[src/rtl/dllr_pkg.sv]
package dllr_pkg;

  localparam int SEQ_W = 12;

  typedef enum logic {
    MODE_SEND   = 1'b0,
    MODE_REPLAY = 1'b1
  } dllr_mode_e;

  // forward distance from b to a in the wrapping sequence space
  function automatic logic [SEQ_W-1:0] seq_dist(input logic [SEQ_W-1:0] a,
                                                input logic [SEQ_W-1:0] b);
    return a - b;
  endfunction

endpackage

[src/rtl/dllr_seq_track.sv]
module dllr_seq_track
  import dllr_pkg::*;
#(
  parameter int DEPTH = 8,
  localparam int CW   = $clog2(DEPTH + 1)
) (
  input  logic             clk,
  input  logic             rst_n,
  input  logic             push_i,
  input  logic             ack_valid_i,
  input  logic             ack_nak_i,
  input  logic [SEQ_W-1:0] ack_seq_i,
  output logic [SEQ_W-1:0] base_seq_o,
  output logic [SEQ_W-1:0] next_seq_o,
  output logic [CW-1:0]    cnt_o,
  output logic             full_o,
  output logic             empty_o,
  output logic             nak_hit_o,
  output logic             progress_o,
  output logic [CW-1:0]    rel_o
);

  logic [SEQ_W-1:0] base_q, base_d;
  logic [SEQ_W-1:0] next_q, next_d;
  logic [CW-1:0]    cnt_q, cnt_d;
  logic [SEQ_W-1:0] off;
  logic             hit;
  logic [CW-1:0]    rel;

  // an acknowledgement counts only when it names a held packet
  assign off = seq_dist(ack_seq_i, base_q);
  assign hit = ack_valid_i && (off < SEQ_W'(cnt_q));

  always_comb begin
    rel = '0;
    if (hit) begin
      if (ack_nak_i) rel = CW'(off);
      else           rel = CW'(off) + CW'(1);
    end
  end

  always_comb begin
    next_d = next_q;
    cnt_d  = cnt_q;
    base_d = base_q;
    if (push_i) next_d = next_q + SEQ_W'(1);
    cnt_d  = cnt_q + CW'(push_i) - rel;
    base_d = base_q + SEQ_W'(rel);
  end

  always_ff @(posedge clk or negedge rst_n) begin
    if (!rst_n) begin
      base_q <= '0;
      next_q <= '0;
      cnt_q  <= '0;
    end else begin
      base_q <= base_d;
      next_q <= next_d;
      cnt_q  <= cnt_d;
    end
  end

  assign base_seq_o = base_q;
  assign next_seq_o = next_q;
  assign cnt_o      = cnt_q;
  assign full_o     = (cnt_q == CW'(DEPTH));
  assign empty_o    = (cnt_q == '0);
  assign nak_hit_o  = hit && ack_nak_i;
  assign progress_o = hit && (rel != '0);
  assign rel_o      = rel;

  assert_cnt_bound_R3: assert property (@(posedge clk) disable iff (!rst_n)
    cnt_q <= CW'(DEPTH));

  assert_window_R2: assert property (@(posedge clk) disable iff (!rst_n)
    seq_dist(next_q, base_q) == SEQ_W'(cnt_q));

  assert_ack_release_R4: assert property (@(posedge clk) disable iff (!rst_n)
    (hit && !ack_nak_i) |=> (base_q == SEQ_W'($past(ack_seq_i) + SEQ_W'(1))));

  assert_ignore_R5: assert property (@(posedge clk) disable iff (!rst_n)
    (ack_valid_i && !hit && !push_i) |=> $stable(cnt_q) && $stable(base_q));

endmodule

[src/rtl/dllr_replay_buf.sv]
module dllr_replay_buf
  import dllr_pkg::*;
#(
  parameter int DATA_W = 32,
  parameter int DEPTH  = 8,
  localparam int AW    = (DEPTH > 1) ? $clog2(DEPTH) : 1
) (
  input  logic              clk,
  input  logic              we_i,
  input  logic [SEQ_W-1:0]  wseq_i,
  input  logic [DATA_W-1:0] wdata_i,
  input  logic [SEQ_W-1:0]  rseq_i,
  output logic [DATA_W-1:0] rdata_o
);

  // slot = low bits of the sequence number; DEPTH divides 4096
  logic [DATA_W-1:0] mem [DEPTH];

  always_ff @(posedge clk) begin
    if (we_i) mem[wseq_i[AW-1:0]] <= wdata_i;
  end

  assign rdata_o = mem[rseq_i[AW-1:0]];

  initial begin
    assert_depth_pow2_R3: assert ((DEPTH & (DEPTH - 1)) == 0 && DEPTH <= 2048);
  end

endmodule

[src/rtl/dllr_replay_timer.sv]
module dllr_replay_timer #(
  parameter int TIMEOUT = 256,
  localparam int TW     = $clog2(TIMEOUT) + 1
) (
  input  logic clk,
  input  logic rst_n,
  input  logic run_i,
  input  logic clear_i,
  output logic expire_o
);

  logic [TW-1:0] tmr_q, tmr_d;
  logic          at_end;

  assign at_end   = (tmr_q == TW'(TIMEOUT - 1));
  assign expire_o = run_i && !clear_i && at_end;

  always_comb begin
    tmr_d = tmr_q;
    if (clear_i)     tmr_d = '0;
    else if (run_i)  tmr_d = at_end ? '0 : tmr_q + TW'(1);
  end

  always_ff @(posedge clk or negedge rst_n) begin
    if (!rst_n) tmr_q <= '0;
    else        tmr_q <= tmr_d;
  end

  assert_timer_bound_R8: assert property (@(posedge clk) disable iff (!rst_n)
    tmr_q < TW'(TIMEOUT));

  assert_timer_stop_R9: assert property (@(posedge clk) disable iff (!rst_n)
    clear_i |=> (tmr_q == '0));

endmodule

[src/rtl/dllr_replay_ctrl.sv]
module dllr_replay_ctrl
  import dllr_pkg::*;
#(
  parameter int DATA_W  = 32,
  parameter int DEPTH   = 8,
  parameter int TIMEOUT = 256,
  localparam int CW     = $clog2(DEPTH + 1)
) (
  input  logic              clk,
  input  logic              rst_n,
  input  logic              in_valid,
  input  logic [DATA_W-1:0] in_data,
  output logic              in_ready,
  output logic              out_valid,
  output logic [DATA_W-1:0] out_data,
  output logic [SEQ_W-1:0]  out_seq,
  input  logic              out_ready,
  input  logic              ack_valid,
  input  logic              ack_nak,
  input  logic [SEQ_W-1:0]  ack_seq
);

  dllr_mode_e       mode_q, mode_d;
  logic [SEQ_W-1:0] rp_q, rp_d;
  logic [SEQ_W-1:0] rp_adv;

  logic [SEQ_W-1:0] base_seq, next_seq;
  logic [CW-1:0]    cnt, rel;
  logic             full, empty, nak_hit, progress;
  logic             push, fire, expire;
  logic [DATA_W-1:0] rd_data;

  dllr_seq_track #(.DEPTH(DEPTH)) u_track (
    .clk        (clk),
    .rst_n      (rst_n),
    .push_i     (push),
    .ack_valid_i(ack_valid),
    .ack_nak_i  (ack_nak),
    .ack_seq_i  (ack_seq),
    .base_seq_o (base_seq),
    .next_seq_o (next_seq),
    .cnt_o      (cnt),
    .full_o     (full),
    .empty_o    (empty),
    .nak_hit_o  (nak_hit),
    .progress_o (progress),
    .rel_o      (rel)
  );

  dllr_replay_buf #(.DATA_W(DATA_W), .DEPTH(DEPTH)) u_buf (
    .clk    (clk),
    .we_i   (push),
    .wseq_i (next_seq),
    .wdata_i(in_data),
    .rseq_i (rp_q),
    .rdata_o(rd_data)
  );

  dllr_replay_timer #(.TIMEOUT(TIMEOUT)) u_timer (
    .clk     (clk),
    .rst_n   (rst_n),
    .run_i   (!empty && (mode_q == MODE_SEND)),
    .clear_i (progress || nak_hit || empty),
    .expire_o(expire)
  );

  // output steering: fresh traffic or stored copies
  always_comb begin
    if (mode_q == MODE_REPLAY) begin
      out_valid = 1'b1;
      out_data  = rd_data;
      out_seq   = rp_q;
      in_ready  = 1'b0;
    end else begin
      out_valid = in_valid && !full;
      out_data  = in_data;
      out_seq   = next_seq;
      in_ready  = out_ready && !full;
    end
  end

  assign fire = out_valid && out_ready;
  assign push = (mode_q == MODE_SEND) && in_valid && in_ready;

  // resend pointer: advance on each beat, jump past released entries
  always_comb begin
    mode_d = mode_q;
    rp_d   = rp_q;
    rp_adv = fire ? rp_q + SEQ_W'(1) : rp_q;
    if (nak_hit) begin
      mode_d = MODE_REPLAY;
      rp_d   = ack_seq;
    end else if (expire) begin
      mode_d = MODE_REPLAY;
      rp_d   = base_seq;
    end else if (mode_q == MODE_REPLAY) begin
      if (seq_dist(rp_adv, base_seq) < SEQ_W'(rel))
        rp_adv = base_seq + SEQ_W'(rel);
      rp_d = rp_adv;
      if (rp_adv == next_seq) mode_d = MODE_SEND;
    end
  end

  always_ff @(posedge clk or negedge rst_n) begin
    if (!rst_n) begin
      mode_q <= MODE_SEND;
      rp_q   <= '0;
    end else begin
      mode_q <= mode_d;
      rp_q   <= rp_d;
    end
  end

  assert_replay_window_R6: assert property (@(posedge clk) disable iff (!rst_n)
    (mode_q == MODE_REPLAY) |-> (seq_dist(rp_q, base_seq) < SEQ_W'(cnt)));

  assert_nak_restart_R6: assert property (@(posedge clk) disable iff (!rst_n)
    nak_hit |=> (mode_q == MODE_REPLAY) && (rp_q == $past(ack_seq)));

  assert_no_new_in_replay_R7: assert property (@(posedge clk) disable iff (!rst_n)
    ((mode_q == MODE_REPLAY) && ($past(mode_q) == MODE_REPLAY)) |-> $stable(next_seq));

  assert_timeout_oldest_R8: assert property (@(posedge clk) disable iff (!rst_n)
    (expire && !nak_hit) |=> (mode_q == MODE_REPLAY) && (rp_q == $past(base_seq)));

endmodule

[config.mk]
export PLATFORM = sky130hd
export DESIGN_NAME = dllr_replay_ctrl
export DESIGN_NICKNAME = d
export VERILOG_FILES = /design/src/rtl/dllr_pkg.sv /design/src/rtl/dllr_seq_track.sv /design/src/rtl/dllr_replay_buf.sv /design/src/rtl/dllr_replay_timer.sv /design/src/rtl/dllr_replay_ctrl.sv
export SDC_FILE = /design/constraint.sdc
export NUM_CORES = 1
export LEC_CHECK = 0
export BUFFER_PORTS_ARGS = -buffer_cell sky130_fd_sc_hd__clkbuf_2
export CAP_MARGIN = 20
export CELL_PAD_IN_SITES_DETAIL_PLACEMENT = 2
export CELL_PAD_IN_SITES_GLOBAL_PLACEMENT = 2
export CORE_MARGIN = 5
export CORE_UTILIZATION = 35
export DETAILED_ROUTE_END_ITERATION = 10
export MAX_ROUTING_LAYER = met4
export PLACE_DENSITY_LB_ADDON = 0.1
export SETUP_SLACK_MARGIN = 0.2
export SYNTH_ARGS = -nofsm -noshare
export SYNTH_HDL_FRONTEND = slang
export SYNTH_SLANG_ARGS = --single-unit
[constraint.sdc]
create_clock -name clk -period 11.5 [get_ports clk]
set_input_delay 2.875 -clock clk [delete_from_list [all_inputs] [get_ports clk]]
set_output_delay 2.875 -clock clk [all_outputs]
set_load 0.1 [all_outputs]
Word level (Yosys, flattened, before mapping) --
Memories as Yosys holds them, arrays and structs flattened. Index checks and enable logic that the tools add are counted.
Operators by class: add/subtract/negate cells 9, eq/ne operators 3, bitwise logic cells 1, $lt $le $gt $ge 2, muxes and demuxes 23, reduce and logical (&&, ||, !) cells 20
Operators with widths (count):
- 12-bit 2-to-1 mux | 9
- 32-bit 2-to-1 mux | 1
- 9-bit 2-to-1 mux | 3
- 12-bit by 1-bit adder with 12-bit output (second input constant) | 2
- 12-bit by 4-bit less-than comparator with 1-bit output | 2
- 12-bit subtractor | 2
- 12-bit by 4-bit adder with 12-bit output | 1
- 12-bit equality test | 1
- 1-bit logical AND | 11
- 9-bit by 1-bit adder with 9-bit output (second input constant) | 1
- 9-bit by 8-bit equality test with 1-bit output (second input constant) | 1
- 1-bit 2-to-1 mux | 8
- 4-bit 2-to-1 mux | 2
- 4-bit by 1-bit adder with 4-bit output | 1
- 4-bit by 1-bit adder with 4-bit output (second input constant) | 1
- 4-bit equality test (second input constant) | 1
- 4-bit logical NOT | 1
- 4-bit nonzero test | 1
- 4-bit subtractor | 1
- 1-bit logical NOT | 3
- 3-bit nonzero test | 1
- 1-bit logical OR | 2
- 2-bit nonzero test | 1
- 1-bit inverter | 1
Word-level totals: input port bits 50, memory bits (writable) 256, output and inout port bits 46, register bits 50, memories kept 1, logic and storage cells 65
Memory list:
- u_buf.mem | words 8, width 32, read ports 1, clocked after Yosys merged registers in 0, wr ports 1, RTL line dllr_replay_buf.sv:17 | logic [DATA_W-1:0] mem [DEPTH];

Depth between registers and ports, before layout --
Gate-level depths: netlist of the first run.
depth in word-level cells 18, gate-level depth with buffers 26, depth with buffers taken out 25

Hierarchy --
Synthesis of the first run repeated with hierarchy kept, for this count alone.
Unflattened totals: cells, all modules 1024, area, all modules 15322.2 um^2
By module, submodules not included:
- dllr_replay_buf | area an instance 9825.7 um^2, instances 1, cells each 383, seq. area each 7687.4 um^2
- dllr_replay_ctrl | area an instance 2790.2 um^2, instances 1, cells each 352, seq. area each 325.3 um^2
- dllr_seq_track | area an instance 2233.4 um^2, instances 1, cells each 241, seq. area each 700.7 um^2
- dllr_replay_timer | area an instance 473.0 um^2, instances 1, cells each 48, seq. area each 225.2 um^2

Worst setup path after synthesis of the first run --
No wires, ideal clock.
path type input port to flip-flop, start point in out_ready, end point mem u_buf.mem[0][0], enable pin, buffers on the path 0, setup time 0.501 ns, data required time 10.999 ns, slack 2.125 ns, stages 3, arrival 8.874 ns, cells stage by stage nor3b_1 -> nand2_1 -> nor4_1
On the way: longest elaborated chain between the ends 5
Ends and longest elaborated chain:
- from (decl) | RTL line dllr_replay_ctrl.sv:17 | input logic out_ready,
- 1-bit logical AND | RTL line dllr_replay_ctrl.sv:78 | in_ready = out_ready && !full;
- 1-bit 2-to-1 mux | RTL line dllr_replay_ctrl.sv:69 | if (mode_q == MODE_REPLAY) begin
- 1-bit logical AND | RTL line dllr_replay_ctrl.sv:83 | assign push = (mode_q == MODE_SEND) && in_valid && in_ready;
- 1-bit 2-to-1 mux | RTL line dllr_replay_buf.sv:20 | if (we_i) mem[wseq_i[AW-1:0]] <= wdata_i;
- 1-bit 2-to-1 mux (not written as such) | RTL line dllr_replay_buf.sv:20
- to (decl) | RTL line dllr_replay_buf.sv:17
Every way passes these cells.

Worst setup path after layout of the first run --
start point in ack_seq[0], end point reg mode_q
On the way: longest elaborated chain between the ends 14
Ends and longest elaborated chain:
- from (decl) | RTL line dllr_replay_ctrl.sv:20 | input logic [SEQ_W-1:0] ack_seq
- 12-bit subtractor * | RTL line dllr_pkg.sv:13 | return a - b;
- 12-bit by 4-bit less-than comparator with 1-bit output / 4-bit by 1-bit adder with 4-bit output (equally long branches) | RTL line dllr_seq_track.sv:32, dllr_seq_track.sv:38
- 1-bit logical AND / 4-bit 2-to-1 mux (equally long branches) | RTL line dllr_seq_track.sv:32, dllr_seq_track.sv:37
- 4-bit 2-to-1 mux | RTL line dllr_seq_track.sv:36 | if (hit) begin
- 12-bit by 4-bit adder with 12-bit output / 12-bit by 4-bit less-than comparator with 1-bit output (equally long branches) | RTL line dllr_replay_ctrl.sv:98, dllr_replay_ctrl.sv:97
- 12-bit 2-to-1 mux | RTL line dllr_replay_ctrl.sv:97 | if (seq_dist(rp_adv, base_seq) < SEQ_W'(rel))
- 12-bit 2-to-1 mux | RTL line dllr_replay_ctrl.sv:96 | end else if (mode_q == MODE_REPLAY) begin
- 12-bit 2-to-1 mux | RTL line dllr_replay_ctrl.sv:93 | end else if (expire) begin
- 12-bit 2-to-1 mux | RTL line dllr_replay_ctrl.sv:90 | if (nak_hit) begin
- 12-bit equality test | RTL line dllr_replay_ctrl.sv:100 | if (rp_adv == next_seq) mode_d = MODE_SEND;
- 1-bit 2-to-1 mux | RTL line dllr_replay_ctrl.sv:100
- 1-bit 2-to-1 mux | RTL line dllr_replay_ctrl.sv:96
- 1-bit 2-to-1 mux | RTL line dllr_replay_ctrl.sv:93
- 1-bit 2-to-1 mux * | RTL line dllr_replay_ctrl.sv:90
- named net mode_d | RTL line dllr_replay_ctrl.sv:23 | dllr_mode_e mode_q, mode_d;
- to (signal assigned) | RTL line dllr_replay_ctrl.sv:109 | mode_q <= mode_d;
- to (decl) | RTL line dllr_replay_ctrl.sv:23
The timed path passes the listed nets; every way through them passes the cells marked *. The select of a mux whose other input is x is not followed. A chain may end at the register's enable or synchronous reset.

==> qor.yml, run 1 <==
yosys.area.top_type: "edfxtp_1"
power_frac_comb_pct: 35.3
start_kind: "primary input"
vias: 8687
layout_setup_ws_ns: 3.06
grt-ovfl-total: 0
core_um2: 40900
clk_pin_slew_ns: 0.06
routed_wl_um: 39700
placed_cell_area_um2: 15700
seq_area_frac_synth_pct: 61.7
power.internal_mw: 2.52
hold_class: "register to register"
power_switching_mw: 1.45
min_period_over_period_pct: 73.4
ys.warnings.count: 0
firstDrtPassIters: 4
drt-initial-drc-count: 395
portBuffers: 95
status: "finished, final reports clean"
die_width_um: 213
pwr-share-clk_pct: 29.0
clock-sinks: 306
worstSetupEndpointType: "register"
clock_latency_ns: 0.54
required_ns: 11.89
max_freq_mhz: 118
yosys-top-cells-area: "edfxtp_1 (53%), mux4_2 (9.9%), dfrtp_1 (8.6%)"
row_count: 74
rsz0062_at_grt: "false"
die_y_um: 213
finalSetupViolations: 0
ys.flop_type: "edfxtp_1"
min_period_ns: 8.44
leakage_nw: 6.31
cts_setup_buffers: 0
post_synth_num_cell_types: 66
pre_cts_ws_ns: 2.49
hold_viol_final: 0
routabilityCongestion: 0.782
detail_route.vias_per_cell: 5.29
maxCapViolCount: 0
cts_root_buffer: "clkbuf_16"
synth-seq-cells: 306
tritoncts.num_buffers: 36
slew-limit-headroom_pct: 31.1
ir_drop_uv: 137
syn_area_per_cell_um2: 14.9
die-area_um2: 45600
swShare_pct: 36.6
fin_worst_skew_ns: 0.0202
syn_nets: 1066
antenna_left: 0
io_pins: 96
cts_resized: 0
dp_hpwl_um: 25800
synth_top_cell_area_share_pct: 53.1
syn_area_um2: 14500
power_frac_seq_pct: 35.7
drc: 0
power_density_nw_per_um2: 236
grt_max_degree: 69
nFillCells: 4093
holdBufCountCts: 0
tns_ns: 0
cts_tree: "built"
synthArstFlopShare_pct: 16.3
h-tree-depth: 2
drive_gt1_share_pct: 24.1
crit_type: "primary input to register"
antenna_found_initial: 5
drt-wirelength-per-cell_um: 24.2
syn_to_final_growth_pct: 16.2
grt_pass1_wl_um: 60800
cts_buffer_depth: 3
crit_arrival_ns: 8.83
synth_edf_count: 256
syn_inst: 970
num-nets-final: 1176
power_mw: 3.97
grt_pass1_vias: 9775
slew_viol_final: 0
design_area_um2: 16800
floorplan.initialDensity_pct: 35.4
path_max_fanout: 18
worst_slew_pin_slew_ns: 1.03
grtUsageTotal_pct: 18.0
cell type report:
class                           instances  area (µm²)  share of cell area, %
Sequential cell                       306        8950                   53.1
Tap cell                              532         666                   3.95
Timing Repair Buffer                  111         596                   3.54
Inverter                               48         180                   1.07
Multi-Input combinational cell        577        5270                   31.3
Antenna cell                            5        12.5                 0.0743
Clock inverter                         18         195                   1.16
Clock buffer                           46         980                   5.82
path summary, 6_finish.rpt:
check | from | endpoint | slack (ns) | cells after the start
max | ack_seq[0] | mode_q | 3.06 | 25
min | u_timer.tmr_q[8] | u_timer.tmr_q[8] | 0.51 | 2
max reg2reg | u_track.base_seq_o[0] | mode_q | 5.04 | 23
min reg2reg | u_timer.tmr_q[8] | u_timer.tmr_q[8] | 0.51 | 2
max in group asynchronous | rst_n | rp_q[0] | 8.47 | 2
min in group asynchronous | rst_n | rp_q[8] | 2.47 | 2
cell families (layout without fill, tap and decap cells):
family	count (synthesis)	after routing	share of synthesized area [%]
compound gates	136	136	6.30
flops	306	306	61.7
simple gates	200	200	6.80
other cells	0	5	0
buf+inv	87	223	2.31
mux	129	129	14.7
fa+ha+maj	46	46	4.18
xor+xnor	66	66	3.99
cells in the mapped netlist (10+ instances only):
cell type / instances
a21oi_1: 50
and3_1: 11
buf_1: 12
clkbuf_1: 25
dfrtp_1: 50
edfxtp_1: 256
ha_1: 42
inv_1: 48
mux2_2: 13
mux2i_1: 50
mux4_2: 64
nand2_1: 49
nand2b_1: 11
nand3_1: 10
nor2_1: 73
o21ai_0: 20
xnor2_1: 44
xor2_1: 22
power by group through the flow:
| stage | combinational, mW | clock (mW) | sequential (mW) |
|---|---|---|---|
| 4_1_cts | 1.44 | 1.18 | 1.42 |
| 3_5_place_dp | 1.43 | 0 | 1.44 |
| 6_report | 1.40 | 1.15 | 1.42 |
| 2_1_floorplan | 1.14 | 0 | 1.36 |
| 5_1_grt | 1.52 | 1.24 | 1.43 |
| 3_3_place_gp | 1.41 | 0 | 1.44 |
critical path, stage by stage:
cell       delay, ns
clkbuf_2        0.08
inv_1           0.08
ha_1            0.17
inv_1           0.05
fa_1            0.42
xor2_1          0.40
ha_1            0.32
o21a_1          0.19
o31ai_1         0.09
o2111ai_1       0.20
nor4b_2         0.37
o2111ai_2       0.24
nor2_1          0.22
and2_1          0.25
inv_1           0.06
ha_1            0.30
a221oi_1        0.36
nand4_1         0.14
or3_1           0.42
nor4_4          0.32
o21ai_4         0.29
mux2_2          0.38
xor2_1          0.14
nor4_1          0.32
a31oi_1         0.13
sequential cells by signal, summed over array words and instances (netlist names):
| name | count |
|---|---|
| u_buf.mem | 256 |
| u_track.next_seq_o | 12 |
| u_track.cnt_o | 4 |
| rp_q | 12 |
| u_track.base_seq_o | 12 |
| u_timer.tmr_q | 9 |
| mode_q | 1 |
per-layer routing:
metal  up-vias  part of all wire (%)  GRT usage (%)
li1       3959                     -              -
met1      4559                    44           23.4
met2       128                    51           30.3
met3        41                   3.9           3.12
met4         0                   1.4           3.31
met5         -                     0              -
metrics by stage:
stage | utilization [%] | cells | hold slack, ns
CTS | 41.1 | 1638 | 0.513
detailed placement | 38.3 | 1574 | 0.496
finish | 41.2 | 1643 | 0.505
global route | 41.2 | 1643 | 0.539
global placement | 38.3 | 1574 | 0.495
floorplan | - | 970 | 0.460
cells in the final DEF, fill, tap and decap left out, drive strengths merged, types with 4 or more instances in the layout:
cell type	instances
a21oi	50
o221a	7
clkinv	10
clkbuf	141
nor3	9
o21ai	23
dfrtp	50
mux2	13
nor4	6
inv	51
nand2b	11
xnor2	44
nand4	7
nand3	10
o21a	4
a211oi	5
nand2	49
nor2	73
diode	5
buf	16
mux2i	52
o2111ai	5
a21o	6
mux4	64
or3	4
bufinv	4
fa	4
xor2	22
o211ai	5
ha	42
o22ai	5
a22o	4
and3	11
edfxtp	256
No activity file was read; power rests on OpenSTA's default activity.
==> run 2, diff against run 1 <==
--- a/config.mk
+++ b/config.mk
@@ -5,6 +5,7 @@
 export SDC_FILE = /design/constraint.sdc
 export NUM_CORES = 1
 export LEC_CHECK = 0
+export ABC_AREA = 1
 export BUFFER_PORTS_ARGS = -buffer_cell sky130_fd_sc_hd__clkbuf_2
 export CAP_MARGIN = 20
 export CELL_PAD_IN_SITES_DETAIL_PLACEMENT = 2
==> constraint.sdc (replaced) <==
create_clock -name clk -period 7.09 [get_ports clk]
set_input_delay 1.7725 -clock clk [delete_from_list [all_inputs] [get_ports clk]]
set_output_delay 1.7725 -clock clk [all_outputs]
set_load 0.1 [all_outputs]
==> run 2 against run 1 <==
  * Combinational power grew to 2.5 times the previous value
  * Die area increased by 5.4%
  * Non-clock buffer count grew 5
  * Design area up 4.2%
  * Area after synthesis grew 5.7%
  * Highest routed layer unchanged
  * Sequential cell count did not move
  * Register-to-register slack got worse by 3.7 ns
  * Routed wire length up 32%
==> qor.yml, run 2 <==
yosys-top-cells-area: "edfxtp_1 (50%), dfrtp_1 (8.2%), nand3_1 (6.1%)"
maxCapViolCount: 0
power_frac_seq_pct: 28.3
drt-wirelength-per-cell_um: 23.2
synth-seq-cells: 306
slew-limit-headroom_pct: 26.1
h-tree-depth: 2
syn_inst: 1565
regArea_um2: 8950
final_common_cell: "edfxtp_1"
floorplan.initialDensity_pct: 35.5
power_switching_mw: 3.61
holdBufCountCts: 0
detail_route.vias_per_cell: 5.37
syn_nets: 1661
layout_common_cells: "edfxtp_1 (256), nand2_1 (232), nand3_1 (186)"
synth_top_cell_area_share_pct: 50.2
status: "finished, final reports clean"
grt_pass1_vias: 13300
final_util_pct: 40.6
ys.warnings.count: 0
start_kind: "primary input"
antenna_left: 0
rsz0062_at_grt: "false"
vias: 12100
antenna_found_initial: 2
worstSetupEndpointType: "register"
post_synth_num_cell_types: 44
syn_to_final_growth_pct: 14.6
cp_slowest_cell: "fa_1"
grt_max_degree: 93
crit_path_max_incr_delay_ns: 0.44
syn_area_um2: 15300
finalSetupViolations: 0
routabilityCongestion: 0.789
hold_class: "register to register"
whs_ns: 0.547
slew_viol_final: 0
drt-initial-drc-count: 660
num-nets-final: 1740
nFillCells: 4672
cts_buffer_depth: 3
tritoncts.num_buffers: 35
cts_root_buffer: "clkbuf_16"
clock-sinks: 306
die_width_um: 219
ys.flop_type: "edfxtp_1"
yosys.area.top_type: "edfxtp_1"
multi_input_area_um2: 5590
grt_pass1_wl_um: 80300
largest_reg_flops: 256
drc: 0
min_period_ns: 6.35
core_um2: 43200
dp_hpwl_um: 33800
grt-ovfl-total: 0
synth_edf_count: 256
clk_pin_slew_ns: 0.06
ir_drop_uv: 415
min_period_over_period_pct: 89.5
routed_wl_um: 52300
die-area_um2: 48000
pwr-share-clk_pct: 24.0
fin_worst_skew_ns: 0.0172
portBuffers: 95
yosys.cell_count.top_type: "edfxtp_1"
power_frac_comb_pct: 47.6
required_ns: 7.49
hold_viol_final: 0
drive_gt1_share_pct: 12.4
syn_area_per_cell_um2: 9.78
dp.cells: 2192
path_common_cell: "nand2_1"
max_freq_mhz: 158
synth_common_cells: "edfxtp_1 (256), nand2_1 (232), nor2_1 (189)"
clock_latency_ns: 0.53
power_density_nw_per_um2: 419
leakage_nw: 7.09
cts_tree: "built"
path_max_fanout: 13
grtUsageTotal_pct: 22.4
worst_slew_pin_slew_ns: 1.11
firstDrtPassIters: 5
synthArstFlopShare_pct: 16.3
crit_type: "primary input to register"
seq_area_frac_synth_pct: 58.4
die_y_um: 219
cts_setup_buffers: 0
row_count: 76
crit_arrival_ns: 6.74
fin_cells: 2256
power.internal_mw: 3.73
io_pins: 96
swShare_pct: 49.2
cts_resized: 0
[run 2: power groups by stage]
stage | Combinational, mW | Sequential [mW] | Clock [mW]
CTS | 3.53 | 2.08 | 1.81
floorplan | 2.76 | 2.04 | 0
global route | 3.75 | 2.09 | 1.90
global placement | 3.43 | 2.12 | 0
finish | 3.50 | 2.08 | 1.77
detailed placement | 3.51 | 2.12 | 0
[run 2: area by class of cell]
type                       instances  area share, %
inverter                         144           3.09
sequential                       306           51.0
antenna                            2         0.0285
multi-input combinational       1041           31.8
clock buffer                      45           5.33
timing repair buffer             116           3.61
clock inverter                    17          0.941
tap                              585           4.17
[run 2: metal layers]
layer,GRT usage [%],routed length (µm)
met1,30.3,24500
met2,36.7,25300
met3,3.19,1810
met4,3.91,712
met5,-,0
[run 2: worst paths after layout]
| path | startpoint | endpoint | slack (ns) | cells past startpoint |
|---|---|---|---|---|
| min reg2reg | u_timer.tmr_q[0] | u_timer.tmr_q[0] | 0.55 | 1 |
| max | ack_seq[0] | mode_q | 0.74 | 33 |
| max in group asynchronous | rst_n | mode_q | 5.13 | 2 |
| min | u_timer.tmr_q[0] | u_timer.tmr_q[0] | 0.55 | 1 |
| max reg2reg | rp_q[0] | mode_q | 1.34 | 25 |
| min in group asynchronous | rst_n | u_timer.tmr_q[4] | 1.39 | 2 |
[run 2: cell families after synthesis]
kind of cell	share of synthesized area [%]
AO/OA/AOI/OAI	10.7
XOR/XNOR	2.45
adder cells (fa/ha/maj)	3.95
buffers and inverters	5.60
flip-flops	58.4
AND/OR/NAND/NOR	18.9
[run 2: worst max-delay path: cells and delay by family]
family	cells	cell delay, ns
adders and majority gates	4	1.18
buffers and inverters	5	0.57
AOI/OAI and AO/OA	4	0.86
and+or+nand+nor	19	2.05
xor gates and xnor gates	1	0.31
[run 2: metrics by stage]
step | setup TNS [ns] | power, mW | cell area, µm² | setup slack, ns
5_1_grt | 0 | 7.74 | 17500 | 0.265
2_1_floorplan | 0 | 4.80 | 15300 | 1.29
3_3_place_gp | 0 | 5.54 | 16400 | 0.263
6_report | 0 | 7.34 | 17500 | 0.743
4_1_cts | 0 | 7.42 | 17500 | 0.498
3_5_place_dp | -0.0419 | 5.62 | 16400 | -0.0419
==> run 3, diff against run 2 <==
--- a/config.mk
+++ b/config.mk
@@ -5,7 +5,6 @@
 export SDC_FILE = /design/constraint.sdc
 export NUM_CORES = 1
 export LEC_CHECK = 0
-export ABC_AREA = 1
 export BUFFER_PORTS_ARGS = -buffer_cell sky130_fd_sc_hd__clkbuf_2
 export CAP_MARGIN = 20
 export CELL_PAD_IN_SITES_DETAIL_PLACEMENT = 2
==> run 3 against run 2 <==
  * Non-clock buffer count grew 27
  * Critical path depth shrank 8
  * Design area fell by 2.7%
  * Worst setup slack worse by 0.17 ns
  * Clock-buffer cell count unchanged
  * Final cell count shrank 26%
  * Total power fell by 13%
  * Critical endpoint unchanged
==> qor.yml, run 3 (synthesis gave the netlist of run 1 again) <==
ir_drop_uv: 238
die_width_um: 213
start_kind: "primary input"
worst_slew_pin_slew_ns: 0.987
row_count: 74
routed_wl_um: 39200
firstDrtPassIters: 4
antenna_left: 0
die_y_um: 213
crit_type: "primary input to register"
drive_gt1_share_pct: 26.3
grtUsageTotal_pct: 17.9
grt_max_degree: 66
clock-sinks: 306
vias: 8756
worstSetupEndpointType: "register"
grt_pass1_wl_um: 60300
portBuffers: 95
required_ns: 7.47
leakage_nw: 6.44
min_period_ns: 6.52
slew_viol_final: 0
hold_class: "register to register"
grt_pass1_vias: 9816
power_mw: 6.37
maxCapViolCount: 0
slew-limit-headroom_pct: 34.2
drt-initial-drc-count: 495
rsz0062_at_grt: "false"
cts_root_buffer: "clkbuf_16"
syn_to_final_growth_pct: 17.8
drc: 0
hold_viol_final: 0
tns_ns: 0
crit_arrival_ns: 6.90
power_density_nw_per_um2: 373
cp_slowest_cell: "fa_1"
layout_setup_ws_ns: 0.569
routabilityCongestion: 0.778
detail_route.vias_per_cell: 5.25
crit_path_max_incr_delay_ns: 0.48
largest_reg_flops: 256
h-tree-depth: 2
die-area_um2: 45600
num-nets-final: 1207
clock_latency_ns: 0.52
pre_cts_ws_ns: -0.187
drt-wirelength-per-cell_um: 23.5
grt-ovfl-total: 0
cts_tree: "built"
io_pins: 96
min_period_over_period_pct: 92.0
max_freq_mhz: 153
path_max_fanout: 11
tritoncts.num_buffers: 35
antenna_found_initial: 1
core_um2: 40900
dp_hpwl_um: 26200
clk_pin_slew_ns: 0.06
status: "finished, final reports clean"
critPathBufInv: 5
finalSetupViolations: 0
fin_worst_skew_ns: 0.0103
critical-path-top-delay-family: "simple AND/OR/NAND/NOR gates"
layout_common_cells: "edfxtp_1 (256), clkbuf_2 (95), nor2_1 (70)"
floorplan.initialDensity_pct: 35.4
final_util_pct: 41.7
cts_buffer_depth: 3
final_common_cell: "edfxtp_1"
-- run 3: cell types whose count changed in the layout (fill, tap and decap cells not counted), moves of 64 or more --
cell,change
nor2_1,-111
mux4_2,+64
o21ai_0,-134
inv_1,-88
nand3_1,-176
nand2_1,-183
-- run 3: metal layers --
layer | vias up | share of wire, % | GRT usage [%]
met5 | - | 0 | -
met4 | 0 | 1.8 | 3.73
met3 | 53 | 3.5 | 2.74
met2 | 112 | 51 | 30.5
met1 | 4586 | 44 | 22.9
li1 | 4005 | - | -
-- run 3: final cells by class --
class | count | area (µm²)
inverters | 48 | 180
well taps | 532 | 666
diodes | 2 | 5.00
multi-input cells | 577 | 5310
flip-flops and latches | 306 | 8950
clock inverters | 16 | 148
fillers | 4088 | 23900
repair buffers | 143 | 856
clock buffers | 45 | 956
-- run 3: per-stage QoR --
| step | instance area, µm² | hold slack (ns) | std cells |
|---|---|---|---|
| 2_1_floorplan | 14500 | 0.460 | 970 |
| 3_3_place_gp | 15900 | 0.490 | 1602 |
| 3_5_place_dp | 15900 | 0.501 | 1602 |
| 4_1_cts | 17000 | 0.517 | 1663 |
| 5_1_grt | 17100 | 0.561 | 1668 |
| 6_report | 17100 | 0.513 | 1669 |
-- run 3: what timing repair did --
action,in CTS,in global routing
hold buffers,0,0
resized for setup,0,4
setup endpoints to repair,0,3
buffers inserted,0,3
-- run 3: final timing paths --
check	endpoint	cells past startpoint	slack, ns	start
max in group asynchronous	rp_q[0]	2	5.14	rst_n
worst max register to register	mode_q	26	1.45	u_track.base_seq_o[1]
worst min register to register	u_timer.tmr_q[8]	2	0.51	u_timer.tmr_q[8]
min in group asynchronous	rp_q[9]	2	1.38	rst_n
worst min-delay path	u_timer.tmr_q[8]	2	0.51	u_timer.tmr_q[8]
worst max-delay path	mode_q	25	0.57	ack_seq[0]
-- run 3: tightest hold or removal path: stages (launching register included) --
cell and delay, ns:
dfrtp_1 0.38, nand2_1 0.06, nor2_1 0.03
-- run 3: where the power goes --
part / switching [mW] / internal (mW) / total [mW]
registers: 0.173 / 2.11 / 2.28
logic: 1.45 / 0.884 / 2.33
clock network: 0.701 / 1.06 / 1.76
total: 2.32 / 4.05 / 6.37
